File: src/rtl/alm_pkg.sv
package alm_pkg;

    localparam int BYTE_W     = 8;
    localparam int NUM_FIELDS = 3;
    localparam int SEC_LIMIT  = 60;
    localparam int MIN_LIMIT  = 60;
    localparam int HR_LIMIT   = 24;

    typedef logic [BYTE_W-1:0] tbyte_t;

    typedef struct packed {
        logic alarm;
        logic upd;
    } flag_state_t;

    // limit per field index: 0 = seconds, 1 = minutes, 2 = hours
    function automatic int field_limit(input int idx);
        case (idx)
            0:       return SEC_LIMIT;
            1:       return MIN_LIMIT;
            default: return HR_LIMIT;
        endcase
    endfunction

endpackage

File: src/rtl/alm_field_dec.sv
module alm_field_dec
    import alm_pkg::*;
#(
    parameter int LIMIT = 60
) (
    input  tbyte_t raw_i,
    input  logic   bin_mode_i,
    input  logic   h12_i,
    output logic   wild_o,
    output logic   valid_o,
    output tbyte_t value_o
);

    localparam tbyte_t LIM8   = tbyte_t'(LIMIT);
    localparam tbyte_t TWELVE = tbyte_t'(12);
    localparam tbyte_t TEN    = tbyte_t'(10);

    tbyte_t body;
    tbyte_t conv;
    logic   pm;
    logic   digits_ok;
    logic   range_ok;

    always_comb begin
        wild_o = (raw_i[7:6] == 2'b11);
        pm     = h12_i & raw_i[7];
        body   = h12_i ? {1'b0, raw_i[6:0]} : raw_i;

        if (bin_mode_i) begin
            conv      = body;
            digits_ok = 1'b1;
        end else begin
            conv      = {4'b0, body[7:4]} * TEN + {4'b0, body[3:0]};
            digits_ok = (body[3:0] <= 4'd9) && (body[7:4] <= 4'd9);
        end

        if (h12_i) begin
            range_ok = (conv >= 8'd1) && (conv <= TWELVE);
            value_o  = ((conv == TWELVE) ? 8'd0 : conv) + (pm ? TWELVE : 8'd0);
        end else begin
            range_ok = (conv < LIM8);
            value_o  = conv;
        end

        valid_o = !wild_o && digits_ok && range_ok;
    end


    always_comb begin
        value_range_chk: assert (!valid_o || (value_o < LIM8));
    end

endmodule

File: src/rtl/tod_alarm_match.sv
module tod_alarm_match
    import alm_pkg::*;
(
    input  logic   clk,
    input  logic   rst_n,
    input  logic   tick_i,
    input  logic   bin_mode_i,
    input  logic   hr24_i,
    input  tbyte_t alm_sec_i,
    input  tbyte_t alm_min_i,
    input  tbyte_t alm_hr_i,
    input  tbyte_t tod_sec_i,
    input  tbyte_t tod_min_i,
    input  tbyte_t tod_hr_i,
    output logic   alarm_flag_o,
    output logic   update_flag_o
);

    localparam int HR_IDX = NUM_FIELDS - 1;

    tbyte_t [NUM_FIELDS-1:0] alm_bytes;
    tbyte_t [NUM_FIELDS-1:0] tod_bytes;
    tbyte_t [NUM_FIELDS-1:0] alm_val;
    tbyte_t [NUM_FIELDS-1:0] tod_val;
    logic   [NUM_FIELDS-1:0] alm_wild;
    logic   [NUM_FIELDS-1:0] alm_valid;
    logic   [NUM_FIELDS-1:0] tod_wild;
    logic   [NUM_FIELDS-1:0] tod_valid;
    logic   [NUM_FIELDS-1:0] field_hit;
    logic                    all_hit;

    flag_state_t st_d, st_q;

    assign alm_bytes = {alm_hr_i, alm_min_i, alm_sec_i};
    assign tod_bytes = {tod_hr_i, tod_min_i, tod_sec_i};

    for (genvar i = 0; i < NUM_FIELDS; i++) begin : g_field
        logic h12;
        assign h12 = (i == HR_IDX) ? ~hr24_i : 1'b0;

        alm_field_dec #(.LIMIT(field_limit(i))) u_alm_dec (
            .raw_i      (alm_bytes[i]),
            .bin_mode_i (bin_mode_i),
            .h12_i      (h12),
            .wild_o     (alm_wild[i]),
            .valid_o    (alm_valid[i]),
            .value_o    (alm_val[i])
        );

        alm_field_dec #(.LIMIT(field_limit(i))) u_tod_dec (
            .raw_i      (tod_bytes[i]),
            .bin_mode_i (bin_mode_i),
            .h12_i      (h12),
            .wild_o     (tod_wild[i]),
            .valid_o    (tod_valid[i]),
            .value_o    (tod_val[i])
        );

        assign field_hit[i] = alm_wild[i]
                            | (alm_valid[i] & tod_valid[i] & ~tod_wild[i]
                               & (alm_val[i] == tod_val[i]));
    end

    assign all_hit = &field_hit;

    always_comb begin
        st_d       = st_q;
        st_d.upd   = tick_i;
        st_d.alarm = tick_i & all_hit;
    end

    always_ff @(posedge clk) begin
        if (!rst_n) begin
            st_q <= '0;
        end else begin
            st_q <= st_d;
        end
    end

    assign alarm_flag_o  = st_q.alarm;
    assign update_flag_o = st_q.upd;


    alarm_with_update_chk: assert property (@(posedge clk) disable iff (!rst_n)
        alarm_flag_o |-> update_flag_o);


    update_after_tick_chk: assert property (@(posedge clk) disable iff (!rst_n)
        tick_i |=> update_flag_o);


    no_update_without_tick_chk: assert property (@(posedge clk) disable iff (!rst_n)
        !tick_i |=> !update_flag_o);


    all_wild_fires_chk: assert property (@(posedge clk) disable iff (!rst_n)
        (tick_i && (&alm_wild)) |=> alarm_flag_o);


    bad_field_silent_chk: assert property (@(posedge clk) disable iff (!rst_n)
        (tick_i && (|(~alm_wild & ~alm_valid))) |=> !alarm_flag_o);

endmodule

File: config.mk
export PLATFORM = sky130hd
export DESIGN_NAME = tod_alarm_match
export DESIGN_NICKNAME = d
export VERILOG_FILES = /design/src/rtl/alm_pkg.sv /design/src/rtl/alm_field_dec.sv /design/src/rtl/tod_alarm_match.sv
export SDC_FILE = /design/constraint.sdc
export NUM_CORES = 1
export LEC_CHECK = 0
export CORE_UTILIZATION = 59
export CTS_CLUSTER_SIZE = 40
export DETAILED_ROUTE_END_ITERATION = 12
export PLACE_DENSITY_LB_ADDON = 0.15
export SLEW_MARGIN = 20
export SYNTH_ARGS = -nofsm -noshare
export SYNTH_HDL_FRONTEND = slang
export SYNTH_SLANG_ARGS = --single-unit
File: constraint.sdc
create_clock -name clk -period 7.5 [get_ports clk]
set_input_delay 0.75 -clock clk [delete_from_list [all_inputs] [get_ports clk]]
set_output_delay 0.75 -clock clk [all_outputs]
set_load 0.02 [all_outputs]
==> flow_summary.yaml, run 1 <==
cts:
  post_cts_resized: 0
  numClockSinks: 2
  cts_max_path_buffers: 2
  cts_tree: "built"
  h-tree-depth: 1
  path_clk_slew_ns: 0.03
  cts_root_buf: "clkbuf_8"
  postCtsHoldBufs: 0
  cts_setup_buffers: 0
  numCtsBuffers: 3
routing:
  route.detailed.drc: 0
  dr_total_vias: 2980
  drt-initial-drc-count: 138
  wl_per_cell_um: 14.9
  ant_nets: 0
  drt-total-wl_mm: 7.13
  viasPerCell: 6.22
  firstDrtPassIters: 5
sta:
  worst_pin_slew_ns: 0.856
  min_period_ns: 5.84
  fmax_mhz: 171
  maxSlewHeadroom: 0.429
  rsz0062_at_grt: "no"
  tns_ns: 0
  fin_hold_ws_ns: 1.17
  final_hold_viol_count: 0
  slew_viol_final: 0
  finalSetupViolCount: 0
  layout_worst_path_cycle_share: 0.778
min_path:
  min_path_cells: 2
  hold_class: "in -> reg"
  hp-start: "tick_i"
  hold_path_end: "update_flag_o"
floorplanning:
  die_x_um: 72.1
  num_rows: 25
  io_pins: 55
  start_util: 0.614
  die_area_mm2: 0.00520
  die_h_um: 72.1
  core_area_mm2: 0.00472
power:
  total_power_mw: 0.341
  total_leakage_power_nw: 1.46
  p_per_area_mw_per_mm2: 97.1
  irDropWorstVdd_mv: 0.0483
yosys:
  synth_area_mm2: 0.00290
  seq_area_frac_synth: 0.0138
  ys.warnings.count: 0
  synth_nets: 474
  ys_ff_latch: 2
  synth_enable_flop_cells: 0
  post_synth.cell_area_avg_um2: 7.99
  syn_inst: 363
  synth.distinct_cells: 65
  async_reset_ff_frac: 0
  synth_ff_type: "dfxtp_1"
grt:
  antenna_found_initial: 0
  track_usage: 0.278
  grt_max_degree: 54
  grt_pass1_wl_mm: 11.8
  grt_pass1_vias: 2769
  overflow: 0
cells_and_area:
  drive_gt1_frac: 0.0437
  synthToLayoutAreaGrowth_pct: 21.1
  finalCoreUtilization: 0.744
  final_common_cell: "clkdlybuf4s50_1"
  final_cell_mix: "53 x clkdlybuf4s50_1, 44 x ha_1, 24 x nor2_1, 23 x xnor2_1, 22 x a21oi_1"
  fillers: 386
  final_cells: 479
  fin_nets: 525
  diodes: 0
flow_run:
  maxCapViolations: 0
place:
  dpl.hpwl_mm: 5.85
  port_buffers: 54
  gp_congestion: 0.885
  dp.cells: 476
critical_path:
  worst_ep_arrival_time_ns: 5.96
  cp_max_fo: 10
  startpoint_type: "primary input"
  cp-end-kind: "register"
  critPathKind: "in -> reg"
  critPathRequiredTime_ns: 7.63
outcome:
  status: "complete, no violations"
## worst max path at each step
stage                start           end  slack [ns]  cells past startpoint
floorplan           hr24_i  alarm_flag_o        2.29                     23
global placement    hr24_i  alarm_flag_o        1.67                     23
detailed placement  hr24_i  alarm_flag_o        1.44                     23
CTS                 hr24_i  alarm_flag_o        1.65                     23
global route        hr24_i  alarm_flag_o        1.33                     23
finish              hr24_i  alarm_flag_o        1.66                     23
## cells by family (layout without fill, tap and decap cells)
group	Yosys count	count (layout)	share of synthesized area
xor+xnor	41	41	0.124
flops	2	2	0.0138
simple gates	115	115	0.226
compound gates	104	104	0.250
mux	13	13	0.0539
buf+inv	30	79	0.0466
fa+ha+maj	58	58	0.286
## metal layers
layer	vias to the layer above	share of wire	GRT usage
met3	7	0.041	0.0250
li1	1474	-	-
met4	0	0.0078	0.0501
met1	1415	0.46	0.369
met2	84	0.49	0.494
met5	-	0	0
## final cells by class
| cell class | instances | area (um^2) | share of cell area |
|---|---|---|---|
| Timing Repair Buffer | 55 | 543 | 0.155 |
| Tap cell | 67 | 83.8 | 0.0239 |
| Multi-Input combinational cell | 331 | 2730 | 0.776 |
| Inverter | 21 | 78.8 | 0.0224 |
| Clock buffer | 3 | 41.3 | 0.0118 |
| Sequential cell | 2 | 40.0 | 0.0114 |
## report_power, final
part | switching, mW | total (mW) | internal [mW] | leakage, nW
Combinational | 0.151 | 0.287 | 0.136 | 1.42
Sequential | 0.000120 | 0.0112 | 0.0110 | 0.0164
Clock | 0.00881 | 0.0428 | 0.0340 | 0.0216
## stage by stage
step	setup slack, ns	area, um^2
after floorplan	2.29	2900
after global placement	1.67	3470
after detailed placement	1.44	3470
after CTS	1.65	3510
after global routing	1.33	3510
final	1.66	3510
## registers in the layout, summed over array words and instances, names as in the netlist
signal         flops
alarm_flag_o       1
update_flag_o      1
## cells in the mapped netlist (all sizes together) (3+ instances only)
library cell  count  area (um^2)
nor3b             7         52.6
a211oi            9         77.6
or3               5         31.3
nand3             8         40.0
xor2             18          158
nand4             8         50.1
a2111oi           3         26.3
nor3              9         50.1
a21oi            22          110
nor4b             5         58.8
a22oi             3         22.5
a221oi            3         32.5
nand2            19         71.3
o211ai            3         27.5
o21ai            22          110
and2              6         37.5
xnor2            23          201
nor2b             3         18.8
nand2b            6         37.5
ha               44          551
inv              21         78.8
buf               8         52.6
mux2i            11          123
a31oi             6         37.5
nor2             24         90.1
a211o             3         26.3
and3              4         25.0
a21o             11         82.6
fa               14          280
## worst max-delay path, cell delays in order
cell,delay (ns)
clkdlybuf4s50_1,0.65
nand2_1,0.22
inv_1,0.10
ha_1,0.23
ha_1,0.21
inv_1,0.07
fa_1,0.46
or3b_4,0.41
or4b_1,0.51
a21oi_1,0.15
a2111o_1,0.13
a211oi_2,0.05
nor4b_4,0.18
nor2_1,0.11
ha_1,0.15
inv_1,0.05
fa_1,0.44
xor2_1,0.15
nor3_1,0.16
a31oi_1,0.06
nor4_1,0.30
nand4_1,0.16
a221oi_2,0.28
Power figures use the tool's default switching activity.
==> run 2: changes to the inputs <==
--- a/config.mk
+++ b/config.mk
@@ -5,7 +5,7 @@
 export SDC_FILE = /design/constraint.sdc
 export NUM_CORES = 1
 export LEC_CHECK = 0
-export CORE_UTILIZATION = 59
+export CORE_UTILIZATION = 55
 export CTS_CLUSTER_SIZE = 40
 export DETAILED_ROUTE_END_ITERATION = 12
 export PLACE_DENSITY_LB_ADDON = 0.15
==> constraint.sdc (replaced) <==
create_clock -name clk -period 5.8 [get_ports clk]
set_input_delay 0.58 -clock clk [delete_from_list [all_inputs] [get_ports clk]]
set_output_delay 0.58 -clock clk [all_outputs]
set_load 0.02 [all_outputs]
==> run 2 against run 1 <==
- routed wire length rose by 2.4%
- hold slack lost 0.16 ns
- clock-buffer cell count stayed put
- highest routed layer unchanged
- largest cell class unchanged
- final area increased by 0.39%
- die area rose by 7.1%
- critical path depth did not move
- sequential power up 29%
==> flow_summary.yaml, run 2 (synthesis gave the netlist of run 1 again) <==
outcome:
  status: "complete, no violations"
power:
  p_per_area_mw_per_mm2: 125
  p_int_mw: 0.234
  swShare: 0.469
  clkPwrFrac: 0.125
  total_leakage_power_nw: 1.47
  comb_power_share: 0.842
  sequentialPowerShare: 0.033
  irDropWorstVdd_mv: 0.0606
  p_sw_mw: 0.207
  total_power_mw: 0.441
sta:
  setup_ws_ns: 0.370
  worst_pin_slew_ns: 0.913
  finalSetupViolCount: 0
  rsz0062_at_grt: "no"
  tns_ns: 0
  min_period_ns: 5.43
  maxSlewHeadroom: 0.391
  layout_worst_path_cycle_share: 0.936
  fmax_mhz: 184
  slew_viol_final: 0
  final_hold_viol_count: 0
cells_and_area:
  drive_gt1_frac: 0.0484
  final_cells: 483
  multi_input_area_mm2: 0.00273
  final_common_cell: "clkdlybuf4s50_1"
  final_cell_mix: "53 x clkdlybuf4s50_1, 44 x ha_1, 24 x nor2_1, 23 x xnor2_1, 22 x a21oi_1"
  synthToLayoutAreaGrowth_pct: 21.6
  seq_area_um2: 40.0
  diodes: 0
  fillers: 446
  fin_nets: 526
flow_run:
  maxCapViolations: 0
routing:
  drt-initial-drc-count: 150
  drt-total-wl_mm: 7.31
  dr_total_vias: 2996
  firstDrtPassIters: 7
  viasPerCell: 6.20
  wl_per_cell_um: 15.1
  ant_nets: 0
  route.detailed.drc: 0
place:
  dpl.hpwl_mm: 6.03
  port_buffers: 54
  dp.cells: 480
  gp_congestion: 0.868
  place_ws_ns: 0.121
grt:
  grt_pass1_wl_mm: 12.0
  grt_max_degree: 37
  track_usage: 0.271
  antenna_found_initial: 0
  grt_pass1_vias: 2766
  overflow: 0
floorplanning:
  die_x_um: 74.6
  die_area_mm2: 0.00557
  num_rows: 26
  io_pins: 55
  die_h_um: 74.6
  start_util: 0.568
  core_area_mm2: 0.00511
cts:
  cts_tree: "built"
  numClockSinks: 2
  path_clk_slew_ns: 0.03
  cts_max_path_buffers: 2
  h-tree-depth: 1
  cts_root_buf: "clkbuf_8"
  numCtsBuffers: 3
  cts_setup_buffers: 0
min_path:
  hold_class: "in -> reg"
critical_path:
  critPathSlowestCell: "fa_1"
  critPathKind: "in -> reg"
  cp-startpoint: "hr24_i"
  path_buf_inv: 4
  critPathRequiredTime_ns: 5.92
  slowest_delay_ns: 0.46
  worst_ep_arrival_time_ns: 5.55
  cp-end-kind: "register"
  startpoint_type: "primary input"
  crit_cells: 23
  cp_max_fo: 6
  path_cells: "clkdlybuf4s50_1, nand2_2, inv_1, ha_1, ha_1, inv_1, fa_1, or3b_4, o21ai_1, a21oi_1, a2111o_1, a211oi_2, nor4b_4, nor2_1, ha_1, inv_1, fa_1, xor2_1, nor3_1, a31oi_1, nor4_1, nand4_1, a221oi_2"
  cp-endpoint: "alarm_flag_o"
  crit_family: "adder cells"
[run 2: area by class of cell]
class | count | area share
clock buffers | 3 | 0.0117
inverters | 21 | 0.0223
multi-input cells | 331 | 0.774
flip-flops and latches | 2 | 0.0114
well taps | 70 | 0.0248
repair buffers | 56 | 0.156
[run 2: worst min path at each step]
stage / startpoint / endpoint / slack [ns] / depth (start not counted)
after floorplan: tick_i / update_flag_o / 0.75 / 1
after detailed placement: tick_i / update_flag_o / 1.24 / 2
after CTS: tick_i / update_flag_o / 1.02 / 2
after global routing: tick_i / update_flag_o / 1.05 / 2
after global placement: tick_i / update_flag_o / 1.23 / 2
final: tick_i / update_flag_o / 1.02 / 2
[run 2: timing repair]
| item | in CTS | in global routing |
|---|---|---|
| gates resized for setup | 0 | 1 |
| setup endpoints to repair | 0 | 1 |
| hold buffers | 0 | 0 |
[run 2: per-stage QoR]
stage	hold slack, ns	area, um^2	utilization
CTS	1.02	3520	0.690
global route	1.05	3530	0.691
finish	1.02	3530	0.691
floorplan	0.745	2900	-
global placement	1.23	3480	0.682
detailed placement	1.24	3480	0.682
[run 2: layer usage]
metal  part of all wire  GRT usage  wire length [um]
met5                  0          0                 0
met4              0.017     0.0839               125
met3              0.048     0.0134               353
met2               0.46      0.459              3370
met1               0.47      0.372              3450
[run 2: power groups by stage]
stage,logic [mW],clock network [mW],registers [mW]
final,0.372,0.0553,0.0145
after global routing,0.414,0.0570,0.0145
after CTS,0.369,0.0556,0.0145
after detailed placement,0.367,0,0.0146
after global placement,0.355,0,0.0146
after floorplan,0.262,0,0.0150
